## src/rtl/fcb_pkg.sv

```systemverilog
// Shared types for the fault capture bank: register indices and write-alias
// operations. Assumes 16 index slots (4 index bits above 3 byte-offset bits).
package fcb_pkg;
    localparam int IDX_W  = 4;
    localparam int ADDR_W = IDX_W + 3;

    typedef enum logic [IDX_W-1:0] {
        IDX_FAULT     = 4'd0,
        IDX_FAULT_AND = 4'd1,
        IDX_FAULT_OR  = 4'd2,
        IDX_MASK      = 4'd3,
        IDX_MASK_AND  = 4'd4,
        IDX_MASK_OR   = 4'd5,
        IDX_ACT0      = 4'd6,
        IDX_ACT1      = 4'd7,
        IDX_FIRST     = 4'd8
    } reg_idx_e;

    localparam int LAST_IMPL = 8;

    typedef enum logic [1:0] {
        OP_NONE  = 2'd0,
        OP_PLAIN = 2'd1,
        OP_AND   = 2'd2,
        OP_OR    = 2'd3
    } alias_op_e;

    typedef struct packed {
        alias_op_e fault_op;
        alias_op_e mask_op;
        logic      act0_we;
        logic      act1_we;
        logic      first_clr;
        logic      unimpl_wr;
    } dec_t;
endpackage

```

## src/rtl/fcb_decode.sv

```systemverilog
// Access decoder: turns a write request and register index into per-register
// alias operations. Purely combinational; assumes the caller gates by valid.
module fcb_decode
    import fcb_pkg::*;
(
    input  logic             wr,
    input  logic [IDX_W-1:0] idx,
    output dec_t             dec
);
    // Map an index to the operation it performs on its target register.
    always_comb begin
        dec = '{fault_op: OP_NONE, mask_op: OP_NONE, act0_we: 1'b0,
                act1_we: 1'b0, first_clr: 1'b0, unimpl_wr: 1'b0};
        if (wr) begin
            case (idx)
                IDX_FAULT:     dec.fault_op  = OP_PLAIN;
                IDX_FAULT_AND: dec.fault_op  = OP_AND;
                IDX_FAULT_OR:  dec.fault_op  = OP_OR;
                IDX_MASK:      dec.mask_op   = OP_PLAIN;
                IDX_MASK_AND:  dec.mask_op   = OP_AND;
                IDX_MASK_OR:   dec.mask_op   = OP_OR;
                IDX_ACT0:      dec.act0_we   = 1'b1;
                IDX_ACT1:      dec.act1_we   = 1'b1;
                IDX_FIRST:     dec.first_clr = 1'b1;
                default:       dec.unimpl_wr = 1'b1;
            endcase
        end
    end
endmodule

```

## src/rtl/fcb_alias_reg.sv

```systemverilog
// One register reachable through plain, AND and OR write aliases, with an
// optional hardware set vector that wins over any software change per bit.
// Assumes op is OP_NONE when no write targets this register.
module fcb_alias_reg
    import fcb_pkg::*;
#(
    parameter int W = 64
) (
    input  logic      clk,
    input  logic      rst_n,
    input  alias_op_e op,
    input  logic [W-1:0] wdata,
    input  logic [W-1:0] hw_set,
    output logic [W-1:0] q,
    output logic [W-1:0] q_next
);
    logic [W-1:0] sw_val;

    // Resolve the software alias operation against the current value.
    always_comb begin
        case (op)
            OP_PLAIN: sw_val = wdata;
            OP_AND:   sw_val = q & wdata;
            OP_OR:    sw_val = q | wdata;
            default:  sw_val = q;
        endcase
        q_next = sw_val | hw_set;
    end

    // Store the next value; reset clears it.
    always_ff @(posedge clk) begin
        if (!rst_n) q <= '0;
        else        q <= q_next;
    end

    // Hardware set bits are present after the edge.
    assert_hw_set_wins_R7: assert property (@(posedge clk) disable iff (!rst_n)
        1'b1 |=> (($past(hw_set) & ~q) == '0));
    // AND alias never sets a bit that was not already set or hardware-set.
    assert_and_only_clears_R3: assert property (@(posedge clk) disable iff (!rst_n)
        (op == OP_AND) |=> ((q & ~$past(q) & ~$past(hw_set)) == '0));
    // OR alias never clears a bit.
    assert_or_only_sets_R4: assert property (@(posedge clk) disable iff (!rst_n)
        (op == OP_OR) |=> (($past(q) & ~q) == '0));
endmodule

```

## src/rtl/fcb_first_err.sv

```systemverilog
// First-error capture: while empty, latches fault bits that become set in a
// cycle and are unmasked; holds them until a software write empties it.
module fcb_first_err #(
    parameter int W = 64
) (
    input  logic         clk,
    input  logic         rst_n,
    input  logic         clr,
    input  logic [W-1:0] fault_q,
    input  logic [W-1:0] fault_next,
    input  logic [W-1:0] mask_q,
    output logic [W-1:0] q
);
    logic [W-1:0] fresh;

    // Bits rising this cycle that the current mask lets through.
    assign fresh = fault_next & ~fault_q & ~mask_q;

    // Clear on write, else capture only while empty.
    always_ff @(posedge clk) begin
        if (!rst_n)           q <= '0;
        else if (clr)         q <= '0;
        else if (q == '0)     q <= fresh;
    end

    assert_clear_on_write_R6: assert property (@(posedge clk) disable iff (!rst_n)
        clr |=> (q == '0));
    assert_hold_when_full_R8: assert property (@(posedge clk) disable iff (!rst_n)
        ((q != '0) && !clr) |=> (q == $past(q)));
endmodule

```

## src/rtl/fcb_attn.sv

```systemverilog
// Attention classifier: reduces unmasked fault bits into an attention flag and
// three class flags using per-bit codes {act0,act1}: 00 checkstop, 01
// recoverable, 1x local. Combinational.
module fcb_attn #(
    parameter int W = 64
) (
    input  logic [W-1:0] fault_q,
    input  logic [W-1:0] mask_q,
    input  logic [W-1:0] act0_q,
    input  logic [W-1:0] act1_q,
    output logic         attn,
    output logic         attn_checkstop,
    output logic         attn_recov,
    output logic         attn_local
);
    logic [W-1:0] live;
    logic [W-1:0] is_chk;
    logic [W-1:0] is_rec;
    logic [W-1:0] is_loc;

    // Classify each bit independently.
    for (genvar i = 0; i < W; i++) begin : g_bit
        assign live[i]   = fault_q[i] & ~mask_q[i];
        assign is_chk[i] = live[i] & ~act0_q[i] & ~act1_q[i];
        assign is_rec[i] = live[i] & ~act0_q[i] &  act1_q[i];
        assign is_loc[i] = live[i] &  act0_q[i];
    end

    // Reduce to the summary flags.
    always_comb begin
        attn           = |live;
        attn_checkstop = |is_chk;
        attn_recov     = |is_rec;
        attn_local     = |is_loc;
    end
endmodule

```

## src/rtl/fault_capture_bank.sv

```systemverilog
// Fault capture bank top: register access port, fault/mask alias registers,
// action-select storage, first-error capture and attention outputs.
// Assumes 64-bit whole-word accesses; low three address bits are ignored.
module fault_capture_bank
    import fcb_pkg::*;
#(
    parameter int DATA_W = 64
) (
    input  logic              clk,
    input  logic              rst_n,
    input  logic              acc_valid,
    input  logic              acc_write,
    input  logic [ADDR_W-1:0] acc_addr,
    input  logic [DATA_W-1:0] acc_wdata,
    input  logic [DATA_W-1:0] hw_err,
    output logic              rd_valid,
    output logic [DATA_W-1:0] rd_data,
    output logic              attn,
    output logic              attn_checkstop,
    output logic              attn_recov,
    output logic              attn_local,
    output logic              unimpl_pulse
);
    logic [IDX_W-1:0]  idx;
    dec_t              dec;
    logic [DATA_W-1:0] fault_q, fault_next, mask_q, mask_next;
    logic [DATA_W-1:0] act0_q, act1_q, first_q;
    logic [DATA_W-1:0] rd_mux;

    assign idx = acc_addr[ADDR_W-1:3];

    fcb_decode u_dec (
        .wr  (acc_valid & acc_write),
        .idx (idx),
        .dec (dec)
    );

    fcb_alias_reg #(.W(DATA_W)) u_fault (
        .clk (clk), .rst_n (rst_n), .op (dec.fault_op), .wdata (acc_wdata),
        .hw_set (hw_err), .q (fault_q), .q_next (fault_next)
    );

    fcb_alias_reg #(.W(DATA_W)) u_mask (
        .clk (clk), .rst_n (rst_n), .op (dec.mask_op), .wdata (acc_wdata),
        .hw_set ('0), .q (mask_q), .q_next (mask_next)
    );

    fcb_first_err #(.W(DATA_W)) u_first (
        .clk (clk), .rst_n (rst_n), .clr (dec.first_clr),
        .fault_q (fault_q), .fault_next (fault_next), .mask_q (mask_q),
        .q (first_q)
    );

    fcb_attn #(.W(DATA_W)) u_attn (
        .fault_q (fault_q), .mask_q (mask_q), .act0_q (act0_q), .act1_q (act1_q),
        .attn (attn), .attn_checkstop (attn_checkstop),
        .attn_recov (attn_recov), .attn_local (attn_local)
    );

    // Action-select registers: plain storage.
    always_ff @(posedge clk) begin
        if (!rst_n) begin
            act0_q <= '0;
            act1_q <= '0;
        end else begin
            if (dec.act0_we) act0_q <= acc_wdata;
            if (dec.act1_we) act1_q <= acc_wdata;
        end
    end

    // Read selection: aliases return their target, unimplemented returns zero.
    always_comb begin
        case (idx)
            IDX_FAULT, IDX_FAULT_AND, IDX_FAULT_OR: rd_mux = fault_q;
            IDX_MASK, IDX_MASK_AND, IDX_MASK_OR:    rd_mux = mask_q;
            IDX_ACT0:                               rd_mux = act0_q;
            IDX_ACT1:                               rd_mux = act1_q;
            IDX_FIRST:                              rd_mux = first_q;
            default:                                rd_mux = '0;
        endcase
    end

    // Registered read answer and unimplemented-write pulse.
    always_ff @(posedge clk) begin
        if (!rst_n) begin
            rd_valid     <= 1'b0;
            rd_data      <= '0;
            unimpl_pulse <= 1'b0;
        end else begin
            rd_valid     <= acc_valid & ~acc_write;
            rd_data      <= (acc_valid & ~acc_write) ? rd_mux : '0;
            unimpl_pulse <= dec.unimpl_wr;
        end
    end

    assert_unimpl_write_pulses_R10: assert property (@(posedge clk) disable iff (!rst_n)
        (acc_valid && acc_write && (idx > IDX_W'(LAST_IMPL))) |=> unimpl_pulse);
    assert_unimpl_from_write_R10: assert property (@(posedge clk) disable iff (!rst_n)
        unimpl_pulse |-> $past(acc_valid && acc_write));
    assert_unimpl_no_change_R10: assert property (@(posedge clk) disable iff (!rst_n)
        (acc_valid && acc_write && (idx > IDX_W'(LAST_IMPL)) && (hw_err == '0))
        |=> ($stable(fault_q) && $stable(mask_q) && $stable(act0_q) && $stable(act1_q)));
    assert_read_answer_R11: assert property (@(posedge clk) disable iff (!rst_n)
        rd_valid |-> $past(acc_valid && !acc_write));
    assert_attn_classified_R9: assert property (@(posedge clk) disable iff (!rst_n)
        attn == (attn_checkstop | attn_recov | attn_local));
endmodule

```

## config.mk

```make
export PLATFORM = sky130hd
export DESIGN_NAME = fault_capture_bank
export DESIGN_NICKNAME = d
export VERILOG_FILES = /design/src/rtl/fcb_pkg.sv /design/src/rtl/fcb_decode.sv /design/src/rtl/fcb_alias_reg.sv /design/src/rtl/fcb_first_err.sv /design/src/rtl/fcb_attn.sv /design/src/rtl/fault_capture_bank.sv
export SDC_FILE = /design/constraint.sdc
export NUM_CORES = 1
export LEC_CHECK = 0
export ABC_AREA = 1
export BUFFER_PORTS_ARGS = -buffer_cell sky130_fd_sc_hd__clkbuf_2
export CORE_ASPECT_RATIO = 1.4
export CORE_MARGIN = 1.5
export CORE_UTILIZATION = 40
export CTS_CLUSTER_SIZE = 16
export DETAILED_ROUTE_END_ITERATION = 7
export GPL_ROUTABILITY_DRIVEN = 0
export MAX_ROUTING_LAYER = met4
export PLACE_DENSITY = 0.56
export REMOVE_ABC_BUFFERS = 1
export SLEW_MARGIN = 20
export SYNTH_ARGS = -nofsm -noshare
export SYNTH_HDL_FRONTEND = slang
export SYNTH_HIERARCHICAL = 1
export SYNTH_SLANG_ARGS = --single-unit
```

## constraint.sdc

```tcl
create_clock -name clk -period 2 [get_ports clk]
set_input_delay 0.2 -clock clk [delete_from_list [all_inputs] [get_ports clk]]
set_output_delay 0.2 -clock clk [all_outputs]
set_load 0.05 [all_outputs]
```

# --- Yosys cells after proc, flatten, opt, wreduce, memory -nomap -nowiden ---
# Cells that the tools add are included.
classes:
  n_reduce_logical: 13
  n_eq_ne: 14
  bitwise_logic: 525
  n_mux: 10
op_table:
  columns: ["cell", "n"]
  rows:
  - ["$pmux W64 S3", 2]
  - ["$and A1 B1 Y1", 322]
  - ["$pmux W64 S5", 1]
  - ["$and A64 B64 Y64", 4]
  - ["$reduce_or A64 Y1", 4]
  - ["$not A1 Y1", 194]
  - ["$or A64 B64 Y64", 3]
  - ["$not A64 Y64", 2]
  - ["$logic_not A64 Y1", 1]
  - ["$eq A4 B3 Y1 const B", 4]
  - ["$pmux W2 S3", 2]
  - ["$reduce_or A9 Y1", 1]
  - ["$eq A2 B2 Y1 const B", 4]
  - ["$eq A4 B2 Y1 const B", 2]
  - ["$mux W8", 1]
  - ["$reduce_or A3 Y1", 2]
  - ["$eq A2 B1 Y1 const B", 2]
  - ["$eq A4 B1 Y1 const B", 1]
  - ["$eq A4 B4 Y1 const B", 1]
  - ["$logic_not A4 Y1", 1]
  - ["$mux W1", 4]
  - ["$reduce_and A2 Y1", 2]
  - ["$reduce_bool A3 Y1", 1]
  - ["$reduce_or A2 Y1", 1]
totals:
  input_bits: 139
  output_inout_bits: 70
  wordCells: 570
  reg_bits: 386

# --- Logic depth before layout (Yosys ltp) ---
logic_depth:
  ltp_word: 9
  depth_mapped: 14
  mapped_depth_nobuf: 12

# --- By module ---
# Netlist, hierarchy kept.
modules_own_cells:
  columns: ["mod", "area_each_um2", "seq_area_each_um2", "instances", "cells_per_inst"]
  rows:
  - ["fault_capture_bank", 8674.6, 3883.7, 1, 1283]
  - ["fcb_alias_reg", 3731.1, 1281.2, 2, 611]
  - ["fcb_first_err", 3150.5, 1281.2, 1, 479]
  - ["fcb_attn", 3034.2, 0.0, 1, 658]
  - ["fcb_decode", 113.9, 0.0, 1, 25]

# --- Worst setup path before layout ---
# No wires, ideal clock.
synth_timing:
  path_type: "input -> register"
  startpoint: "input port acc_addr[5]"
  endpoint: "register u_first.q[13]"
  path_slack_ns: 0.314
  cell_stages: 12
  t_required_ns: 1.930
  arrival_time_ns: 1.616
  path_buffers: 2
  setup_ns: 0.070
  cell_sequence: "nor2_1 > nand2_1 > a21oi_1 > buf_4 > buf_4 > nand2_1 > nand2_1 > nand2_1 > nand2_1 > nor3b_1 > nand3_1 > a21oi_1"
synth_rtl:
  columns: ["item", "line_no", "source"]
  rows:
  - ["start: declaration", "fault_capture_bank.sv:13", "input logic [ADDR_W-1:0] acc_addr,"]
  - ["end signal: assignment", "fcb_first_err.sv:23", "else if (q == '0) q <= fresh;"]
  - ["end: declaration", "fcb_first_err.sv:12", "output logic [W-1:0] q"]

# --- Worst setup path after layout ---
layout_timing:
  startpoint: "register u_fault.q[50]"
  endpoint: "output port attn_recov"
layout_via:
  elab_chain_cells: 4
layout_lines:
  columns: ["item", "line_no", "source"]
  rows:
  - ["start: declaration", "fcb_alias_reg.sv:14", "output logic [W-1:0] q,"]
  - ["start signal: assignment", "fcb_alias_reg.sv:33", "else q <= q_next;"]
  - ["$and A1 B1 Y1", "fcb_attn.sv:23", "assign live[i] = fault_q[i] & ~mask_q[i];"]
  - ["$and A1 B1 Y1 (2 in a row)", "fcb_attn.sv:25", "assign is_rec[i] = live[i] & ~act0_q[i] & act1_q[i];"]
  - ["$reduce_or A64 Y1", "fcb_attn.sv:33", "attn_recov = |is_rec;"]
  - ["end: declaration", "fault_capture_bank.sv:20", "output logic attn_recov,"]
# Every way passes these cells.

==> impl_metrics.yaml <==
timing:
  post-route-period-util: 1.12
  maxSlewViolCount: 0
  whs_ps: 19.4
  worst_pin_slew_ps: 629
  min_period_ps: 2250
  skew_ps: 15.7
  fin_tns_setup_ps: -860
  slew_headroom: 0.581
  fmax_mhz: 445
  setup_viol: 4
  fin_ws_ps: -249
  rsz0062_at_grt: "yes"
  finalHoldViolCount: 0
die:
  fp-row-count: 102
  die-area_sq_um: 56900
  design.core.area_sq_um: 55100
  die_h_um: 282
  start_util: 0.403
  fp.dieW_um: 202
  io_pins: 209
detailed_routing:
  firstDrtPassIters: 5
  routed_wl_mm: 89.7
  avgViaCountPerCell: 5.18
  drc: 0
  dr_total_vias: 24978
  wl_per_cell_um: 18.6
  ant_nets: 0
  drtIter0Drc: 1786
logic_synthesis:
  syn_avg_cell_area_sq_um: 6.16
  synth_area_sq_um: 22200
  synthCells: 3603
  yosysWarnings: 6
cells_and_area:
  fin_area_sq_um: 29000
  fillers: 5705
  syn2layout_area_growth_pct: 30.8
  drive_above_1_share: 0.217
  fin_nets: 4198
worst_setup_path:
  crit_type: "flop to output pin"
  crit_end: "attn_recov"
  worst_ep_required_time_ps: 1800
  worst-r2r-cell-count: 10
  endpoint_kind: "output pin"
  r2r-end: "u_first/q[27]"
  rrSetupSlack_ps: 140
  cp_data_arrival_time_ps: 2050
  reg2reg_from: "u_first/q[56]"
  worstPathMaxFanout: 5
  setup.worst_path.start: "u_fault/q[50]"
  start_kind: "flop"
clock_tree:
  cts.clk_slew.worst_paths_ps: 60
  cts_tree: "built"
  cts_root_buffer: "clkbuf_16"
  htree_num_levels: 2
  clk_latency_ps: 590
  numCtsBuffers: 43
  clockBufferDepth: 3
  cts.sinks: 386
power:
  seq_power_share: 0.313
  p_per_area_nw_per_um2: 969
  power_frac_comb: 0.383
  ir_drop_uv: 1280
  p_sw_mw: 10.7
  swShare: 0.380
  p_leak_nw: 13.3
  clockPowerShare: 0.304
  p_int_mw: 17.5
outcome:
  outcome: "finished, violations left"
  violations: "setup timing"
place:
  placed_cell_area_sq_um: 25500
  io_buffers: 205
  dp_slack_ps: 32.9
  place_hpwl_mm: 59.0
global_routing:
  grt_first_pass_wirelength_mm: 134
  grt_pass1_vias: 23488
  track_usage: 0.313
  grt.overflow.total: 0
  antenna_found_initial: 1
  grt_max_degree: 65
flow_run:
  maxCapViolations: 0
min_path:
  holdCritPathClass: "input port to flop"
[state kept, by name, indices dropped and copies added, names as in the netlist]
register / cells
u_first/q: 64
act1_q: 64
act0_q: 64
u_mask/q: 64
unimpl_pulse: 1
u_fault/q: 64
rd_data: 64
rd_valid: 1
[power groups by stage]
stage          Sequential, mW  Combinational, mW  Clock (mW)
2_1_floorplan            8.74               3.34           0
3_3_place_gp             8.92               10.1           0
3_5_place_dp             8.92               10.1           0
4_1_cts                  8.78               10.5        8.69
5_1_grt                  8.88               11.4        8.94
6_report                 8.80               10.8        8.55
[worst min path at each step]
stage | cells past startpoint | endpoint | slack [ps] | from
global placement | 2 | rd_valid | 420 | acc_write
CTS | 5 | unimpl_pulse | 4 | acc_addr[3]
floorplan | 2 | unimpl_pulse | 290 | rst_n
global route | 4 | u_fault/q[28] | 30 | hw_err[28]
detailed placement | 2 | rd_valid | 430 | acc_write
finish | 5 | unimpl_pulse | 20 | acc_addr[3]
[stage by stage]
step / power [mW] / cells / utilization
after floorplan: 12.1 / 3470 / -
after global placement: 19.0 / 4601 / 0.462
after detailed placement: 19.1 / 4601 / 0.462
after CTS: 27.9 / 4808 / 0.520
after global routing: 29.2 / 4820 / 0.527
final: 28.1 / 4820 / 0.527
[cell usage in the layout, fill, tap and decap left out, types with 28 or more instances in the layout]
master         instances
clkbuf_16             48
dfxtp_2               91
dlygate4sd3_1        126
nand3_1              398
nor2_2                35
dfxtp_1              280
inv_1                217
buf_4                160
nand2_1              985
nand3b_1              45
inv_2                 58
clkbuf_2             200
or2_0                 37
nand2_2               30
nor3b_1               28
a21oi_1              375
nor2_4                55
nor2_1               455
buf_12                48
or2_2                 92
o21ai_0              128
nand4_1               39
conb_1                64
[critical path, stage by stage, from the launching register on]
cell and delay (ps):
dfxtp_4 370, inv_2 60, nor2_2 50, nand3_2 70, nand4_1 220, nor2_1 160
nand2_1 80, nor2_1 150, nand2_2 130, buf_8 170
[area by class of cell]
cell class	count	area, sq um	share of cell area
diodes	1	2.50	0.0000862
clock buffers	65	1310	0.0452
clock inverters	12	168	0.00577
inverters	280	1050	0.0363
multi-input cells	2804	13100	0.451
flip-flops and latches	386	7900	0.272
well taps	728	911	0.0314
repair buffers	544	4590	0.158
[metal layers]
layer	global-route usage	vias to the layer above	part of all wire
met5	-	-	0
met2	0.550	775	0.49
met4	0.122	0	0.042
li1	-	12385	-
met3	0.0309	192	0.055
met1	0.366	11626	0.41
[what timing repair did]
item | 4_1_cts | 5_1_grt
resized for setup | 177 | 96
gates cloned | 0 | 3
endpoints found under the setup margin | 4 | 17
pin swaps | 34 | 21
setup buffers | 4 | 8
hold buffers | 126 | 0
endpoints found under the hold margin | 192 | 0
No activity file was read; power rests on OpenSTA's default activity.
